[config.mk]
export PLATFORM = sky130hd
export DESIGN_NAME = irq_vector_gen
export DESIGN_NICKNAME = d
export VERILOG_FILES = /design/src/rtl/irq_vec_pkg.sv /design/src/rtl/irq_src_arbiter.sv /design/src/rtl/irq_vec_format.sv /design/src/rtl/irq_ack_seq.sv /design/src/rtl/irq_vector_gen.sv
export SDC_FILE = /design/constraint.sdc
export NUM_CORES = 1
export LEC_CHECK = 0
export BUFFER_PORTS_ARGS = -buffer_cell sky130_fd_sc_hd__clkbuf_2
export CAP_MARGIN = 10
export CORE_MARGIN = 3
export CORE_UTILIZATION = 37
export DETAILED_ROUTE_END_ITERATION = 7
export GPL_TIMING_DRIVEN = 0
export MAX_ROUTING_LAYER = met4
export PLACE_DENSITY = 0.75
export SETUP_SLACK_MARGIN = 0.02
export SYNTH_ARGS = -nofsm -noshare
export SYNTH_HDL_FRONTEND = slang
export SYNTH_SLANG_ARGS = --single-unit
export TNS_END_PERCENT = 5
[constraint.sdc]
create_clock -name clk -period 1.45 [get_ports clk]
set_input_delay 0.145 -clock clk [delete_from_list [all_inputs] [get_ports clk]]
set_output_delay 0.145 -clock clk [all_outputs]
set_load 0.1 [all_outputs]
[src/rtl/irq_vec_pkg.sv]
package irq_vec_pkg;

  typedef enum logic [1:0] {
    FMT_BASE = 2'b00,
    FMT_CHAN = 2'b01,
    FMT_TYPE = 2'b10,
    FMT_NONE = 2'b11
  } vec_fmt_e;

  localparam int VEC_W      = 8;
  localparam int CH_FIELD_W = 2;
  localparam int TYPE_W     = 3;

endpackage

[src/rtl/irq_src_arbiter.sv]
module irq_src_arbiter
  import irq_vec_pkg::*;
#(
  parameter int NUM_CH  = 4,
  parameter int NUM_SRC = 5
) (
  input  logic                      clk,
  input  logic                      rst_n,
  input  logic [NUM_CH*NUM_SRC-1:0] pend_i,
  input  logic [NUM_CH*NUM_SRC-1:0] en_i,
  output logic [CH_FIELD_W-1:0]     ch_o,
  output logic [TYPE_W-1:0]         ty_o,
  output logic                      any_o
);

  localparam int TOTAL = NUM_CH * NUM_SRC;

  logic [TOTAL-1:0]                 live;
  logic [NUM_CH-1:0]                ch_any;
  logic [NUM_CH-1:0][TYPE_W-1:0]    ch_ty;
  logic [NUM_CH-1:0]                grant;

  assign live = pend_i & en_i;

  function automatic logic [TYPE_W-1:0] first_code(input logic [NUM_SRC-1:0] v);
    logic [TYPE_W-1:0] code;
    code = '0;
    for (int k = NUM_SRC - 1; k >= 0; k--)
      if (v[k]) code = TYPE_W'(k + 1);
    return code;
  endfunction

  for (genvar c = 0; c < NUM_CH; c++) begin : g_chan
    assign ch_any[c] = |live[c*NUM_SRC +: NUM_SRC];
    assign ch_ty[c]  = first_code(live[c*NUM_SRC +: NUM_SRC]);
  end

  always_comb begin
    logic found;
    found = 1'b0;
    grant = '0;
    for (int c = 0; c < NUM_CH; c++) begin
      if (ch_any[c] && !found) begin
        grant[c] = 1'b1;
        found    = 1'b1;
      end
    end
  end

  always_comb begin
    ch_o = '0;
    ty_o = '0;
    for (int c = 0; c < NUM_CH; c++) begin
      if (grant[c]) begin
        ch_o = CH_FIELD_W'(c);
        ty_o = ch_ty[c];
      end
    end
  end

  assign any_o = |ch_any;

  int pick_idx;
  assign pick_idx = int'(ch_o) * NUM_SRC + int'(ty_o) - 1;

  AST_PICK_IS_LIVE: assert property (@(posedge clk) disable iff (!rst_n)
    any_o |-> (pend_i[pick_idx] && en_i[pick_idx]));
  AST_IDLE_CODE: assert property (@(posedge clk) disable iff (!rst_n)
    !any_o |-> (ty_o == '0 && ch_o == '0));
  AST_ONE_GRANT: assert property (@(posedge clk) disable iff (!rst_n)
    $onehot0(grant));

endmodule

[src/rtl/irq_vec_format.sv]
module irq_vec_format
  import irq_vec_pkg::*;
(
  input  vec_fmt_e              fmt_i,
  input  logic [VEC_W-1:0]      base_i,
  input  logic [CH_FIELD_W-1:0] ch_i,
  input  logic [TYPE_W-1:0]     ty_i,
  output logic [VEC_W-1:0]      vec_o,
  output logic                  drive_o
);

  always_comb begin
    drive_o = 1'b1;
    unique case (fmt_i)
      FMT_BASE: vec_o = base_i;
      FMT_CHAN: vec_o = {base_i[VEC_W-1:CH_FIELD_W], ch_i};
      FMT_TYPE: vec_o = {base_i[VEC_W-1:CH_FIELD_W+TYPE_W], ch_i, ty_i};
      default: begin
        vec_o   = '0;
        drive_o = 1'b0;
      end
    endcase
  end

endmodule

[src/rtl/irq_ack_seq.sv]
module irq_ack_seq #(
  parameter int ACK_DELAY = 2
) (
  input  logic clk,
  input  logic rst_n,
  input  logic iack_n,
  output logic capture_o,
  output logic release_o,
  output logic busy_o,
  output logic ack_n
);

  localparam int CNT_W = $clog2(ACK_DELAY + 1);

  logic             busy;
  logic             done;
  logic [CNT_W-1:0] cnt;

  assign capture_o = !busy && !iack_n;
  assign release_o = busy && done && iack_n;
  assign busy_o    = busy;

  always_ff @(posedge clk) begin
    if (!rst_n) begin
      busy  <= 1'b0;
      done  <= 1'b0;
      cnt   <= '0;
      ack_n <= 1'b1;
    end else begin
      ack_n <= 1'b1;
      if (capture_o) begin
        busy <= 1'b1;
        done <= 1'b0;
        cnt  <= CNT_W'(1);
      end else if (busy && !done) begin
        if (cnt == CNT_W'(ACK_DELAY)) begin
          ack_n <= 1'b0;
          done  <= 1'b1;
        end else begin
          cnt <= cnt + 1'b1;
        end
      end else if (release_o) begin
        busy <= 1'b0;
      end
    end
  end

  AST_ACK_ONE_CLOCK: assert property (@(posedge clk) disable iff (!rst_n)
    !ack_n |=> ack_n);
  AST_ACK_INSIDE_CYCLE: assert property (@(posedge clk) disable iff (!rst_n)
    !ack_n |-> busy);
  AST_ACK_STROBE_HELD: assert property (@(posedge clk) disable iff (!rst_n)
    !ack_n |-> !$past(iack_n));

endmodule

[src/rtl/irq_vector_gen.sv]
module irq_vector_gen
  import irq_vec_pkg::*;
#(
  parameter int NUM_CH    = 4,
  parameter int NUM_SRC   = 5,
  parameter int ACK_DELAY = 2
) (
  input  logic                      clk,
  input  logic                      rst_n,
  input  logic                      iack_n,
  input  logic [1:0]                vec_mode,
  input  logic [VEC_W-1:0]          base_vec,
  input  logic [NUM_CH*NUM_SRC-1:0] src_pending,
  input  logic [NUM_CH*NUM_SRC-1:0] src_enable,
  output logic [VEC_W-1:0]          vec_data,
  output logic                      vec_oe,
  output logic                      ack_n
);

  logic [CH_FIELD_W-1:0] sel_ch;
  logic [TYPE_W-1:0]     sel_ty;
  logic                  sel_any;
  logic [VEC_W-1:0]      fmt_vec;
  logic                  fmt_drive;
  logic                  capture, release_c, busy;
  vec_fmt_e              mode_e;

  assign mode_e = vec_fmt_e'(vec_mode);

  irq_src_arbiter #(.NUM_CH(NUM_CH), .NUM_SRC(NUM_SRC)) u_arb (
    .clk(clk), .rst_n(rst_n), .pend_i(src_pending), .en_i(src_enable),
    .ch_o(sel_ch), .ty_o(sel_ty), .any_o(sel_any)
  );

  irq_vec_format u_fmt (
    .fmt_i(mode_e), .base_i(base_vec), .ch_i(sel_ch), .ty_i(sel_ty),
    .vec_o(fmt_vec), .drive_o(fmt_drive)
  );

  irq_ack_seq #(.ACK_DELAY(ACK_DELAY)) u_seq (
    .clk(clk), .rst_n(rst_n), .iack_n(iack_n), .capture_o(capture),
    .release_o(release_c), .busy_o(busy), .ack_n(ack_n)
  );

  always_ff @(posedge clk) begin
    if (!rst_n) begin
      vec_data <= '0;
      vec_oe   <= 1'b0;
    end else if (capture) begin
      vec_data <= fmt_drive ? fmt_vec : '0;
      vec_oe   <= fmt_drive;
    end else if (release_c) begin
      vec_data <= '0;
      vec_oe   <= 1'b0;
    end
  end

  AST_BUS_QUIET: assert property (@(posedge clk) disable iff (!rst_n)
    !vec_oe |-> vec_data == '0);
  AST_VEC_HELD: assert property (@(posedge clk) disable iff (!rst_n)
    (vec_oe && $past(vec_oe)) |-> $stable(vec_data));
  AST_NO_VEC_MODE: assert property (@(posedge clk) disable iff (!rst_n)
    (capture && vec_mode == 2'b11) |=> !vec_oe);
  AST_OE_IN_CYCLE: assert property (@(posedge clk) disable iff (!rst_n)
    vec_oe |-> busy);
  AST_ANY_MATCHES_TYPE: assert property (@(posedge clk) disable iff (!rst_n)
    sel_any == (sel_ty != '0));

endmodule

Word level (Yosys, flattened, before mapping)

Cells that the tools add are included.

Flip-flop bits (word level): 14
Bits in latches: 0
RAM bits: 0
Bits in read-only memories: 0
Bits of input ports: 53
Output and inout bits: 10
Word-level logic and storage cells: 90
Memories kept: 0

Add/subtract/negate cells: 1
Multipliers: 0
Divide/modulo/power cells: 0
$lt $le $gt $ge: 0
Equality and inequality tests: 5
Shift-type cells: 0
Mux-type cells: 46
Bitwise operators: 4
Reduce and logical (&&, ||, !) cells: 27

Operators by type and width:

| cell                                          | number |
|---|---|
| two-way mux 3 bit                             | 24 |
| two-way mux 8 bit                             | 3 |
| case mux 8 bit (3 select lines)               | 1 |
| AND 20 bit                                    | 1 |
| OR reduction 5 bit                            | 4 |
| two-way mux 1 bit                             | 16 |
| AND reduction 2 bit                           | 4 |
| logical AND 1 bit                             | 7 |
| logical NOT 1 bit                             | 6 |
| OR reduction 3 bit                            | 2 |
| == test 2 bit, second input constant          | 2 |
| two-way mux 2 bit                             | 2 |
| inequality test 2 bit, second input constant  | 2 |
| nonzero test 2 bit                            | 2 |
| NOT 1 bit                                     | 3 |
| adder 2 x 1 -> 2 bit, second input constant   | 1 |
| == test 2 x 1 -> 1 bit, second input constant | 1 |
| logical NOT 2 bit                             | 1 |
| OR reduction 2 bit                            | 1 |

Longest topological paths before layout

Word-level depth: 16
Mapped depth: 7
Depth with buffers taken out: 5

Cells and area by module

Synthesis repeated with hierarchy kept, for this count alone.

Cells, all modules: 134
Area, all modules: 1076.0 um2

By module, submodules not included:

| module          | instances | cells an instance | area an instance (um2) | sequential area each (um2) |
|---|---|---|---|---|
| irq_vector_gen  | 1         | 41                | 424.2                  | 180.2 |
| irq_src_arbiter | 1         | 56                | 315.3                  | 0.0 |
| irq_ack_seq     | 1         | 24                | 237.7                  | 100.1 |
| irq_vec_format  | 1         | 13                | 98.8                   | 0.0 |

Worst setup path before layout

OpenSTA, ideal clock, no wires.

Path type: reg-to-reg
Start point: reg vec_data[0] (netlist name)
End point: reg vec_data[0]
Setup time: 0.070 ns
Arrival time: 1.452 ns
Required time: 1.380 ns
Slack: -0.072 ns
Stages on the path, launching flop included: 5
Path buffers: 0
Period minus slack after synthesis: 1.522 ns
Cell sequence: dfxtp_1 > o211ai_1 > nor2_1 > o41ai_1 > o21ai_1

RTL lines:

| what                 | line                 | text |
|---|---|---|
| end signal, assigned | irq_vector_gen.sv:50 | `vec_data <= fmt_drive ? fmt_vec : '0;` |
| end, declared        | irq_vector_gen.sv:15 | `output logic [VEC_W-1:0] vec_data,` |

Final worst setup path

Start point: in src_enable[15]
End point: reg vec_data[2]

Cells in the longest elaborated chain, start to end: 8
Elaborated cells between the ends (all ways): 9
Those cells by class: 6 x mux; 1 x bitwise; 2 x reduce/logical

RTL lines:

| what                              | line                  | text |
|---|---|---|
| start, declared                   | irq_vector_gen.sv:14  | `input logic [NUM_CH*NUM_SRC-1:0] src_enable,` |
| AND 20 bit *                      | irq_src_arbiter.sv:23 | `assign live = pend_i & en_i;` |
| OR reduction 5 bit                | irq_src_arbiter.sv:34 | `assign ch_any[c] = \|live[c*NUM_SRC +: NUM_SRC];` |
| logical AND 1 bit                 | irq_src_arbiter.sv:43 | `if (ch_any[c] && !found) begin` |
| two-way mux 1 bit                 | irq_src_arbiter.sv:43 |  |
| two-way mux 3 bit *               | irq_src_arbiter.sv:54 | `if (grant[c]) begin` |
| case mux 8 bit (3 select lines) * | irq_vec_format.sv:14  | `unique case (fmt_i)` |
| two-way mux 8 bit *               | irq_vector_gen.sv:50  |  |
| two-way mux 8 bit *               | irq_vector_gen.sv:49  | `end else if (capture) begin` |

Mark *: on every way between the ends. The rest lies on a longest branch, timed or not.
A chain may end at the register's enable or synchronous reset.

==> results.md <==
- The synthesized instance count is 124.
- The share of flip-flops with an asynchronous set or reset after synthesis is 0%.
- The global-route total usage across every layer is 18.3%.
- The ratio of cells with drive above 1 in the final layout is 39.7%.
- Summed over all instances, the cell type with the most area after synthesis is sky130_fd_sc_hd__dfxtp_1.
- The post-detailed-route DRC marker count is 0.
- The type of element capturing the critical path is a register.
- The core region is 2340 um2.
- The post-detailed-route wirelength per cell is 13.5 um.
- Across the VDD grid, the largest voltage drop is 475 uV.
- Summing all flip-flop and latch instances after layout gives 282 um2.
- Among all flip-flop cells after synthesis, the most frequent one is sky130_fd_sc_hd__dfxtp_1.
- Sorting the synthesized cells by area gives the leading types as sky130_fd_sc_hd__dfxtp_1 29%, sky130_fd_sc_hd__a22oi_1 7.0%, sky130_fd_sc_hd__nand2_1 5.0%.
- Headroom to the max-slew limit came out at 64.1%.
- The final critical path takes up 96.2% of the cycle.
- The number of flip-flops and latches in the synthesized netlist is 14.
- On the final layout, the worst clock skew is 1.92 ps.
- The largest net degree at the start of global routing is 11.
- The worst path needs 1400 ps of the cycle, external delays included.
- The net count of the finished layout is 244.
- TritonCTS built the clock tree.
- Ranked by instance count, the synthesized netlist is headed by 14 x sky130_fd_sc_hd__dfxtp_1, 13 x sky130_fd_sc_hd__nand2_1, 10 x sky130_fd_sc_hd__nor2_1.
- The delay contributed by the slowest stage of the critical path is 470 ps.
- The flow ran to the end, and the final reports show no timing, DRC or antenna violations.
- The layout has 240 filler cells.
- The number of flops mapped to enable cells by yosys is 0.
- The via count of the first global-routing pass is 1160.
- The data required time of the critical path is 1690 ps.
- The floorplan has 17 rows.
- The critical path class is in -> reg.
- For this run, the detailed router's first-pass iteration total came to 4.
- By instance count, the leading cell after synthesis is sky130_fd_sc_hd__dfxtp_1.
- The remaining global-route overflow is 0.
- Port buffering added 61 buffers.
- The hold violation count in the final report is 0.
- The setup check on the worst reg-to-reg path leaves a slack of 140 ps.
- In this run the worst path has a maximum fanout of 2.
- The total via count after detailed routing is 1250.
- The detailed-route vias per instance is 5.76.
- Summing all multi-input logic gate instances after layout gives 679 um2.
- The max-capacitance violation count is 0.
- The leakage dissipation is 0.639 nW.
- The number of DRC markers in iteration 0 is 37.
- The number of nets in the synthesized netlist is 178.
- For the pin with the worst max-slew slack, the measured transition is 541 ps.
- The number of antenna violations at the first check in global routing came to 0.
- The root buffer cell is sky130_fd_sc_hd__clkbuf_4.
- Setup total negative slack on the finished layout was measured at 0 ps.
- The final-report max-slew violation count is 0.
- For this block, the routed nets add up to 2.92 mm of wire.
- The die covers 3260 um2.
- After synthesis, the netlist uses 38 different library cells.
- The design draws 1.11 mW.
- The portion of the post-synthesis area used by sequential elements is 29.0%.
- The first global-routing pass estimated 4.69 mm of wire.
- The count of antenna-violating nets left after detailed routing is 0.
- The average instance in the mapped netlist occupies 7.80 um2.
- The fraction of post-synthesis cell area in the top cell type by area is 29.0%.
- CTS saw 14 sinks.
- Timing would allow up to 717 MHz.
- For this design, the slowest cell found on the critical path is sky130_fd_sc_hd__or4b_1.
- The startpoint kind of the worst setup timing path is a primary input.
- 63 I/O pins were placed.
- The initial core utilization is 41.3%.
- After synthesis the cells add up to 967 um2.
- The later pin in the worst-skew pair is clocked with a latency of 290 ps.
- STA puts the critical path data arrival time at 1640 ps.
- Setup repair after global routing could not meet its margin everywhere.
- The area growth from synthesis to final layout is 41.4%.
- The clock transition at the registers of the reported paths is 90 ps.
- Setup violations remaining at the end of the flow were counted as 0.
- The wire-length estimate of the detail-placed layout is 2.44 mm.
- Buffers inserted to repair hold after CTS numbered 0.
- The diode insertion count for antenna repair is 0.
- The number of H-tree branching levels is 1.
- The number of clock buffers added by TritonCTS is 3.
- Measured along the x axis, the die boundary spans 57.1 um.
- The routability congestion estimate from global placement is 0.770.
- The signal on the critical path passes through clkbuf_2 > a222oi_1 > a21oi_1 > or4b_1 > a31oi_1 > o211a_1.
- The maximum buffer depth of the clock tree is 2.
- For this design the ratio of total power to cell area is 809 nW/um2.
- For this run, the number of Yosys warnings is 0.
- The worst hold path belongs to the class in -> reg.
- In this run the vertical extent of the chip is 57.1 um.
-- cell families after synthesis --
family | after synthesis | synth area share [%]
flops | 14 | 29.0
simple gates | 53 | 28.6
buf+inv | 6 | 2.33
fa+ha+maj | 1 | 1.29
compound gates | 49 | 37.9
xor+xnor | 1 | 0.906
-- worst paths after layout --
check | from | endpoint | cells after the start
max | src_enable[15] | vec_data[2]$_SDFFE_PN0P_ | 6
max reg2reg | u_seq.busy_o$_SDFFE_PN0P_ | vec_data[2]$_SDFFE_PN0P_ | 5
min reg2reg | vec_data[4]$_SDFFE_PN0P_ | vec_data[4]$_SDFFE_PN0P_ | 2
min | iack_n | u_seq.busy_o$_SDFFE_PN0P_ | 2
-- power by group --
group          internal, mW  switching (mW)
logic                 0.147           0.246
clock network         0.153           0.138
registers             0.407          0.0152
total                 0.707           0.399
-- layout make-up --
type | instances | area share (%)
multi-input cells | 104 | 49.7
clock buffers | 4 | 2.65
flip-flops and latches | 14 | 20.6
well taps | 28 | 2.56
plain buffers | 2 | 0.549
repair buffers | 63 | 23.4
inverters | 2 | 0.549
-- layout by cell type, fill, tap and decap left out, types with 3 or more instances in the layout --
| cell type | instances |
|---|---|
| sky130_fd_sc_hd__dfxtp_1 | 13 |
| sky130_fd_sc_hd__a22o_1 | 4 |
| sky130_fd_sc_hd__nand2_1 | 13 |
| sky130_fd_sc_hd__nand2b_1 | 3 |
| sky130_fd_sc_hd__a31oi_1 | 4 |
| sky130_fd_sc_hd__a21boi_1 | 3 |
| sky130_fd_sc_hd__nand3_1 | 7 |
| sky130_fd_sc_hd__nor2_1 | 10 |
| sky130_fd_sc_hd__clkbuf_2 | 61 |
| sky130_fd_sc_hd__a222oi_1 | 3 |
| sky130_fd_sc_hd__o21ai_1 | 3 |
| sky130_fd_sc_hd__a21oi_1 | 6 |
| sky130_fd_sc_hd__a32oi_1 | 3 |
| sky130_fd_sc_hd__clkbuf_4 | 3 |
| sky130_fd_sc_hd__nor2b_1 | 7 |
| sky130_fd_sc_hd__a22oi_1 | 9 |
-- what timing repair did --
| item | CTS | global route |
|---|---|---|
| cloned | 0 | 0 |
| buffers inserted | 2 | 0 |
| endpoints found under the setup margin | 9 | 6 |
| resized for setup | 2 | 3 |
| pin swaps | 2 | 1 |
-- layer usage --
| layer | wire length (um) | vias to the layer above | part of all wire [%] | track usage (%) |
|---|---|---|---|---|
| met5 | 0 | - | 0 | - |
| met4 | 77 | 0 | 2.6 | 10.9 |
| met3 | 151 | 7 | 5.2 | 1.58 |
| met2 | 1480 | 49 | 51 | 31.6 |
| met1 | 1210 | 573 | 41 | 20.3 |
| li1 | - | 621 | - | - |
-- worst max-delay path: cells and delay by family --
| kind | cells | cell delay (ps) |
|---|---|---|
| AOI/OAI and AO/OA | 4 | 930 |
| buffers and inverters | 1 | 90 |
| and+or+nand+nor | 1 | 470 |
-- state kept, by name (all words and copies together), names as in the netlist --
register,flops
vec_data,8
u_seq.cnt,2
u_seq.ack_n,1
u_seq.done,1
u_seq.busy_o,1
vec_oe,1
-- metrics by stage --
step | setup WS, ps | util (%) | hold slack (ps) | cell area [um2] | std cells
6_report | 54.8 | 58.4 | 97.4 | 1370 | 217
5_1_grt | -16.0 | 58.4 | 108 | 1370 | 217
4_1_cts | 34.2 | 57.9 | 90.7 | 1360 | 217
3_5_place_dp | -329 | 55.9 | 403 | 1310 | 213
3_3_place_gp | -286 | 55.9 | 373 | 1310 | 213
2_1_floorplan | -34.9 | - | 236 | 968 | 124
(Power assumes the default switching activity.)
